===== src/rtl/rdq_pkg.sv =====
package rdq_pkg;
    typedef enum logic [1:0] {
        ST_IDLE  = 2'd0,
        ST_PRE   = 2'd1,
        ST_BURST = 2'd2,
        ST_POST  = 2'd3
    } rdq_state_e;
endpackage


===== src/rtl/rdq_fsm.sv =====
module rdq_fsm
    import rdq_pkg::*;
#(
    parameter int PRE_SLOTS     = 2,
    parameter int LONG_TOGGLES  = 8,
    parameter int SHORT_TOGGLES = 4,
    parameter int CNT_W         = $clog2(LONG_TOGGLES + PRE_SLOTS + 1)
) (
    input  logic             clk,
    input  logic             rst_n,
    input  logic             rd_start,
    input  logic             burst_chop,
    output rdq_state_e       state,
    output logic [CNT_W-1:0] slot
);
    localparam logic [CNT_W-1:0] PRE_LAST   = CNT_W'(PRE_SLOTS - 1);
    localparam logic [CNT_W-1:0] LONG_LAST  = CNT_W'(LONG_TOGGLES - 1);
    localparam logic [CNT_W-1:0] SHORT_LAST = CNT_W'(SHORT_TOGGLES - 1);

    rdq_state_e       state_q, state_d;
    logic [CNT_W-1:0] cnt_q, cnt_d;
    logic [CNT_W-1:0] last_q, last_d;
    logic [CNT_W-1:0] req_last;

    assign req_last = burst_chop ? SHORT_LAST : LONG_LAST;

    always_comb begin
        state_d = state_q;
        cnt_d   = cnt_q + 1'b1;
        last_d  = last_q;
        unique case (state_q)
            ST_IDLE: begin
                cnt_d = '0;
                if (rd_start) begin
                    state_d = ST_PRE;
                    last_d  = req_last;
                end
            end
            ST_PRE: begin
                if (cnt_q == PRE_LAST) begin
                    state_d = ST_BURST;
                    cnt_d   = '0;
                end
            end
            ST_BURST: begin
                if (cnt_q == last_q) begin
                    cnt_d = '0;
                    if (rd_start) begin
                        last_d = req_last;
                    end else begin
                        state_d = ST_POST;
                    end
                end
            end
            ST_POST: begin
                cnt_d = '0;
                if (rd_start) begin
                    state_d = ST_PRE;
                    last_d  = req_last;
                end else begin
                    state_d = ST_IDLE;
                end
            end
            default: begin
                state_d = ST_IDLE;
                cnt_d   = '0;
            end
        endcase
    end

    always_ff @(posedge clk) begin
        if (!rst_n) begin
            state_q <= ST_IDLE;
            cnt_q   <= '0;
            last_q  <= LONG_LAST;
        end else begin
            state_q <= state_d;
            cnt_q   <= cnt_d;
            last_q  <= last_d;
        end
    end

    assign state = state_q;
    assign slot  = cnt_q;

    // a start seen while released opens a preamble
    a_r2_start_opens_pre: assert property (@(posedge clk) disable iff (!rst_n)
        (state_q == ST_IDLE && rd_start) |=> (state_q == ST_PRE && cnt_q == '0));

    // the preamble hands over to toggling at its last slot
    a_r3_pre_to_burst: assert property (@(posedge clk) disable iff (!rst_n)
        (state_q == ST_PRE && cnt_q == PRE_LAST) |=> (state_q == ST_BURST && cnt_q == '0));

    // the postamble lasts a single slot
    a_r4_post_single: assert property (@(posedge clk) disable iff (!rst_n)
        (state_q == ST_POST) |=> (state_q != ST_POST));

    // a start in the last toggle slot chains without a gap
    a_r6_chain: assert property (@(posedge clk) disable iff (!rst_n)
        (state_q == ST_BURST && cnt_q == last_q && rd_start) |=> (state_q == ST_BURST && cnt_q == '0));

    // a start in the middle of a burst does not restart it
    a_r7_mid_ignored: assert property (@(posedge clk) disable iff (!rst_n)
        (state_q == ST_BURST && cnt_q != last_q) |=> (state_q == ST_BURST && cnt_q == $past(cnt_q) + 1'b1));

    // a start in the postamble reopens a preamble
    a_r9_post_restart: assert property (@(posedge clk) disable iff (!rst_n)
        (state_q == ST_POST && rd_start) |=> (state_q == ST_PRE));
endmodule


===== src/rtl/rdq_strobe_drv.sv =====
module rdq_strobe_drv
    import rdq_pkg::*;
#(
    parameter int CNT_W = 4
) (
    input  rdq_state_e       state,
    input  logic [CNT_W-1:0] slot,
    output logic             dqs,
    output logic             dqs_n,
    output logic             dqs_oe
);
    always_comb begin
        dqs    = 1'b0;
        dqs_n  = 1'b0;
        dqs_oe = 1'b0;
        unique case (state)
            ST_IDLE: begin
                dqs_oe = 1'b0;
            end
            ST_PRE, ST_POST: begin
                dqs_oe = 1'b1;
                dqs    = 1'b0;
                dqs_n  = 1'b1;
            end
            ST_BURST: begin
                dqs_oe = 1'b1;
                dqs    = ~slot[0];
                dqs_n  = slot[0];
            end
            default: begin
                dqs_oe = 1'b0;
            end
        endcase
    end
endmodule


===== src/rtl/rdq_term.sv =====
module rdq_term
    import rdq_pkg::*;
(
    input  logic       clk,
    input  logic       rst_n,
    input  logic       odt_on,
    input  rdq_state_e state,
    output logic       dq_term
);
    logic odt_q;

    always_ff @(posedge clk) begin
        if (!rst_n) odt_q <= 1'b0;
        else        odt_q <= odt_on;
    end

    assign dq_term = (state == ST_IDLE) && odt_q;
endmodule


===== src/rtl/rd_strobe_framer.sv =====
module rd_strobe_framer
    import rdq_pkg::*;
#(
    parameter int PRE_SLOTS     = 2,
    parameter int LONG_TOGGLES  = 8,
    parameter int SHORT_TOGGLES = 4
) (
    input  logic clk2x,
    input  logic rst_n,
    input  logic rd_start,
    input  logic burst_chop,
    input  logic odt_on,
    output logic dqs,
    output logic dqs_n,
    output logic dqs_oe,
    output logic dq_term
);
    localparam int CNT_W = $clog2(LONG_TOGGLES + PRE_SLOTS + 1);

    rdq_state_e       state;
    logic [CNT_W-1:0] slot;

    rdq_fsm #(
        .PRE_SLOTS    (PRE_SLOTS),
        .LONG_TOGGLES (LONG_TOGGLES),
        .SHORT_TOGGLES(SHORT_TOGGLES),
        .CNT_W        (CNT_W)
    ) u_fsm (
        .clk       (clk2x),
        .rst_n     (rst_n),
        .rd_start  (rd_start),
        .burst_chop(burst_chop),
        .state     (state),
        .slot      (slot)
    );

    rdq_strobe_drv #(.CNT_W(CNT_W)) u_drv (
        .state (state),
        .slot  (slot),
        .dqs   (dqs),
        .dqs_n (dqs_n),
        .dqs_oe(dqs_oe)
    );

    rdq_term u_term (
        .clk    (clk2x),
        .rst_n  (rst_n),
        .odt_on (odt_on),
        .state  (state),
        .dq_term(dq_term)
    );

    // the pair is complementary whenever it is driven
    a_r5_complement: assert property (@(posedge clk2x) disable iff (!rst_n)
        dqs_oe |-> (dqs_n == ~dqs));

    // a released pair carries no level
    a_r1_quiet_when_off: assert property (@(posedge clk2x) disable iff (!rst_n)
        !dqs_oe |-> (!dqs && !dqs_n));

    // termination is never requested while the strobe is driven
    a_r8_term_excl: assert property (@(posedge clk2x) disable iff (!rst_n)
        dq_term |-> !dqs_oe);

    // while released, termination follows the previous request
    a_r8_term_follow: assert property (@(posedge clk2x) disable iff (!rst_n)
        (!dqs_oe && $past(rst_n)) |-> (dq_term == $past(odt_on)));
endmodule


===== config.mk =====
export PLATFORM = sky130hd
export DESIGN_NAME = rd_strobe_framer
export DESIGN_NICKNAME = d
export VERILOG_FILES = /design/src/rtl/rdq_pkg.sv /design/src/rtl/rdq_fsm.sv /design/src/rtl/rdq_strobe_drv.sv /design/src/rtl/rdq_term.sv /design/src/rtl/rd_strobe_framer.sv
export SDC_FILE = /design/constraint.sdc
export NUM_CORES = 1
export LEC_CHECK = 0
export BUFFER_PORTS_ARGS = -buffer_cell sky130_fd_sc_hd__buf_2
export CAP_MARGIN = 20
export CELL_PAD_IN_SITES_DETAIL_PLACEMENT = 0
export CELL_PAD_IN_SITES_GLOBAL_PLACEMENT = 1
export CORE_AREA = 2 2 39 41
export CTS_CLUSTER_DIAMETER = 120
export CTS_CLUSTER_SIZE = 12
export DETAILED_ROUTE_END_ITERATION = 8
export DIE_AREA = 0 0 41 43
export GPL_TIMING_DRIVEN = 0
export PLACE_DENSITY = 0.85
export SLEW_MARGIN = 25
export SYNTH_ARGS = -nofsm -noshare
export SYNTH_HDL_FRONTEND = slang
export SYNTH_SLANG_ARGS = --single-unit

===== constraint.sdc =====
create_clock -name clk2x -period 4.1 [get_ports clk2x]
set_clock_uncertainty 0.1 [all_clocks]
set_input_delay 0.41 -clock clk2x [delete_from_list [all_inputs] [get_ports clk2x]]
set_output_delay 0.41 -clock clk2x [all_outputs]
set_load 0.02 [all_outputs]

* Word level (Yosys, flattened, before mapping)
Cells that the tools add are included.
** Storage, ports and cells
- Logic and storage cells :: 39
- Output and inout bits :: 4
- Register bits :: 11
- Input bits :: 5
** Cells by class
- Reductions and logical operators :: 8
- Bitwise logic cells :: 1
- Add/subtract/negate cells :: 1
- Eq/ne operators :: 9
- Multiplexer cells :: 16
** Operator list (count)
- two-way mux 4 bit :: 4
- one-hot mux 4 bit (3 select lines) :: 1
- two-way mux 2 bit :: 4
- inequality test 2 bit, second input constant :: 4
- one-hot mux 2 bit (4 select lines) :: 1
- one-hot mux 4 bit (2 select lines) :: 1
- adder 4 x 1 -> 4 bit, second input constant :: 1
- equality test 2 bit, second input constant :: 2
- equality test 4 x 1 -> 1 bit, second input constant :: 1
- equality test 4 bit :: 1
- one-hot mux 1 bit (2 select lines) :: 2
- AND reduction 4 bit :: 1
- OR reduction 2 bit :: 2
- two-way mux 3 bit :: 1
- OR reduction 3 bit :: 1
- equality test 2 x 1 -> 1 bit, second input constant :: 1
- logical NOT 2 bit :: 1
- two-way mux 1 bit :: 2
- AND reduction 2 bit :: 1
- nonzero test 2 bit :: 1
- logical AND 1 bit :: 1
- NOT 1 bit :: 1

* Longest topological paths before layout
- Depth in word-level cells :: 4
- Gate-level depth with buffers :: 6
- Depth with buffers taken out :: 6

* Hierarchy
Synthesis repeated with hierarchy kept, for this count alone.
** Second synthesis, totals
- Cells, all modules :: 50
- Area, all modules :: 485.5 um^2
** By module, submodules not included
- rdq_fsm :: seq. area each 140.1 um^2, area each 419.2 um^2, cells an instance 44, instances 1
- rdq_term :: seq. area each 20.0 um^2, area each 38.8 um^2, cells an instance 3, instances 1
- rdq_strobe_drv :: seq. area each 0.0 um^2, area each 27.5 um^2, cells an instance 3, instances 1

* Worst setup path after synthesis
No wires, ideal clock.
- Kind :: register to output
- Start :: register u_fsm.state_q[0] (netlist: u_fsm.state[0])
- End :: output port dqs_n
- Path buffers :: 0
- Required time :: 3590 ps
- Slack :: 2580 ps
- Stages on the path, launching flop included :: 5
- Arrival :: 1010 ps
- Cell sequence :: dfxtp_1 > inv_1 > ha_1 > a211oi_1 > nor2_1
** On the way
- Cells in the longest elaborated chain, start to end :: 3
- Elaborated cells on any way between the ends :: 5
- Those cells by class :: eq/ne: 3; mux: 1; reduce/logical: 1
** RTL lines
- start: declaration :: line rdq_fsm.sv:20 : rdq_state_e state_q, state_d;
- start signal: assignment :: line rdq_fsm.sv:77 : state_q <= state_d;
- equality test 2 x 1 -> 1 bit or equality test 2 bit (tied branches) :: line rdq_strobe_drv.sv:16 : unique case (state)
- OR reduction 2 bit
- one-hot mux 1 bit (2 select lines) (*) :: line rdq_strobe_drv.sv:16
- end: declaration :: line rd_strobe_framer.sv:14 : output logic dqs_n,
Every way passes the cells marked *; elsewhere a longest branch is shown, timed or not.

* Worst setup path after layout
Ends and elaborated chain as after synthesis.

==> impl_metrics.tcl <==
set metrics [dict create \
    status "finished clean" \
    finalCritPeriodShare 0.477 \
    antenna_found_initial 0 \
    ff2ff_setup_slack_ns 2.47 \
    drc 0 \
    ys_seq_area_frac 0.318 \
    layout.nets 83 \
    wl_per_cell_microns 10.9 \
    ir_worst_vdd_uv 321 \
    cp-start-kind "flip-flop" \
    grt_pass1_wl_microns 1670 \
    synth_cells 57 \
    dieArea_sq_um 1760 \
    cap_violations 0 \
    hp-start "odt_on" \
    netlist_area_sq_um 504 \
    hold_viol_final 0 \
    synth_flop_cell "dfxtp_1" \
    holdPathStages 2 \
    htreeDepth 1 \
    grt_max_degree 7 \
    ant_nets 0 \
    cts_setup_buffers 0 \
    period_minus_slack_ns 1.95 \
    synth_top_area_frac 0.318 \
    r2r_end "u_fsm.slot[2]" \
    cts_resized 0 \
    die_height_microns 43 \
    cts_buffers 3 \
    viasPerCell 4.90 \
    drtIter0Drc 9 \
    dr.pass1.iters 4 \
    clkLatencyLatePin_ns 0.26 \
    drv_slew 0 \
    insertedDiodeCount 0 \
    fp-row-count 14 \
    path_class "reg2out" \
    top_level_ports 9 \
    critPathMaxFanout 5 \
    holdBufCountCts 0 \
    wl_microns 916 \
    syn-num-nets 70 \
    yosys-top-cells-area "dfxtp_1, ha_1, nor2_1, inv_1, xnor2_1" \
    clock-root-buffer "clkbuf_4" \
    async_flop_share 0 \
    worstSetupStartpoint "u_fsm.state[0]" \
    rsz0062_at_grt "no" \
    avgSynthCellArea_sq_um 8.85 \
    drive_above_1_share 0.221 \
    leakagePower_nw 0.274 \
    worst_setup_path_endpoint "dqs_n" \
    setup_viol 0 \
    initial_core_util 0.364 \
    tritoncts "yes" \
    worstHoldPathType "in2reg" \
    crit_arrival_ns 1.44 \
    cts.path.max_buffers 2 \
    track_usage 0.142 \
    powerDensity_nw_per_um2 662 \
    max_freq_mhz 512 \
    fin_util 0.424 \
    clk_pin_slew_ns 0.06 \
    maxSlewHeadroom 0.700 \
    crit_path_end_kind "output port" \
    area_growth_pct 16.4 \
    r2r_start "u_fsm.state[0]" \
    hpwlAfterDp_microns 669 \
    vias 412 \
    ys.warnings.count 0 \
    gp_congestion 0.771 \
    crit_required_ns 3.59 \
    final_cell_mix "nor2_1, ha_1, buf_2, dfxtp_1, inv_1" \
    synth_edf_count 0 \
    synth-seq-cells 8 \
    core_area_sq_um 1380 \
    r2r_cells 6 \
    max_slew.worst_pin.slew_ns 0.445 \
    fin_setup_tns_ns 0 \
    yosysTopAreaCell "dfxtp_1" \
    fp.dieW_microns 41 \
    ys_types 24 \
    cts.sinks 8 \
    grt_pass1_vias 401 \
    portBuffers 8 \
    grt-ovfl-total 0 \
]
[how the worst min path moves through the flow]
stage / to / slack [ns]
after floorplan: u_fsm.slot[0] / 0.36
after global placement: u_fsm.last_q[2] / 0.39
after detailed placement: u_fsm.last_q[2] / 0.40
after CTS: u_term.odt_q / 0.25
after global routing: u_term.odt_q / 0.28
final: u_term.odt_q / 0.26
[power breakdown]
group	total (mW)	switching, mW	internal, mW
clock	0.0619	0.0283	0.0336
combinational	0.208	0.116	0.0928
sequential	0.118	0.0221	0.0960
[layer usage]
metal  track usage  wire, microns
met5             0              0
met4        0.0400             12
met3        0.0785             62
met2         0.222            428
met1         0.160            412
[area by class of cell]
| type | instances | area (sq um) |
|---|---|---|
| Fill cell | 152 | 797 |
| Multi-Input combinational cell | 42 | 318 |
| Sequential cell | 8 | 160 |
| Timing Repair Buffer | 8 | 40.0 |
| Inverter | 7 | 26.3 |
| Clock buffer | 3 | 22.5 |
| Tap cell | 16 | 20.0 |
[registers in the layout (all words and copies together) (netlist names)]
signal        cells
u_fsm.slot        4
u_fsm.state       2
u_fsm.last_q      1
u_term.odt_q      1
[cells in the mapped netlist (all sizes together), types with 2 or more instances]
| master | n |
|---|---|
| a211oi | 3 |
| inv | 7 |
| ha | 8 |
| dfxtp | 8 |
| nand2 | 4 |
| xnor2 | 2 |
| and2 | 2 |
| nor2 | 8 |
[logic make-up after synthesis]
family                   after synthesis  synth area share
flip-flops                             8             0.318
adder cells (fa/ha/maj)                8             0.199
XOR/XNOR                               3            0.0521
multiplexers                           1            0.0199
AO/OA/AOI/OAI                         11             0.174
buffers and inverters                  7            0.0521
AND/OR/NAND/NOR                       19             0.186
[stage by stage]
stage	cell area (sq um)	power [mW]	setup slack [ns]	hold slack, ns	std cells
6_report	587	0.388	2.15	0.256	84
5_1_grt	587	0.430	1.99	0.280	84
4_1_cts	587	0.392	2.14	0.254	84
3_5_place_dp	564	0.323	2.43	0.396	81
3_3_place_gp	564	0.323	2.43	0.392	81
2_1_floorplan	504	0.277	2.58	0.356	57
[worst max-delay path, stage by stage (launching register included)]
cell and delay (ns):
dfxtp_1 0.41, inv_1 0.12, ha_1 0.25, a211oi_1 0.21
nor2_1 0.05, buf_2 0.15
Note: power is estimated with default switching activity, not from simulation.
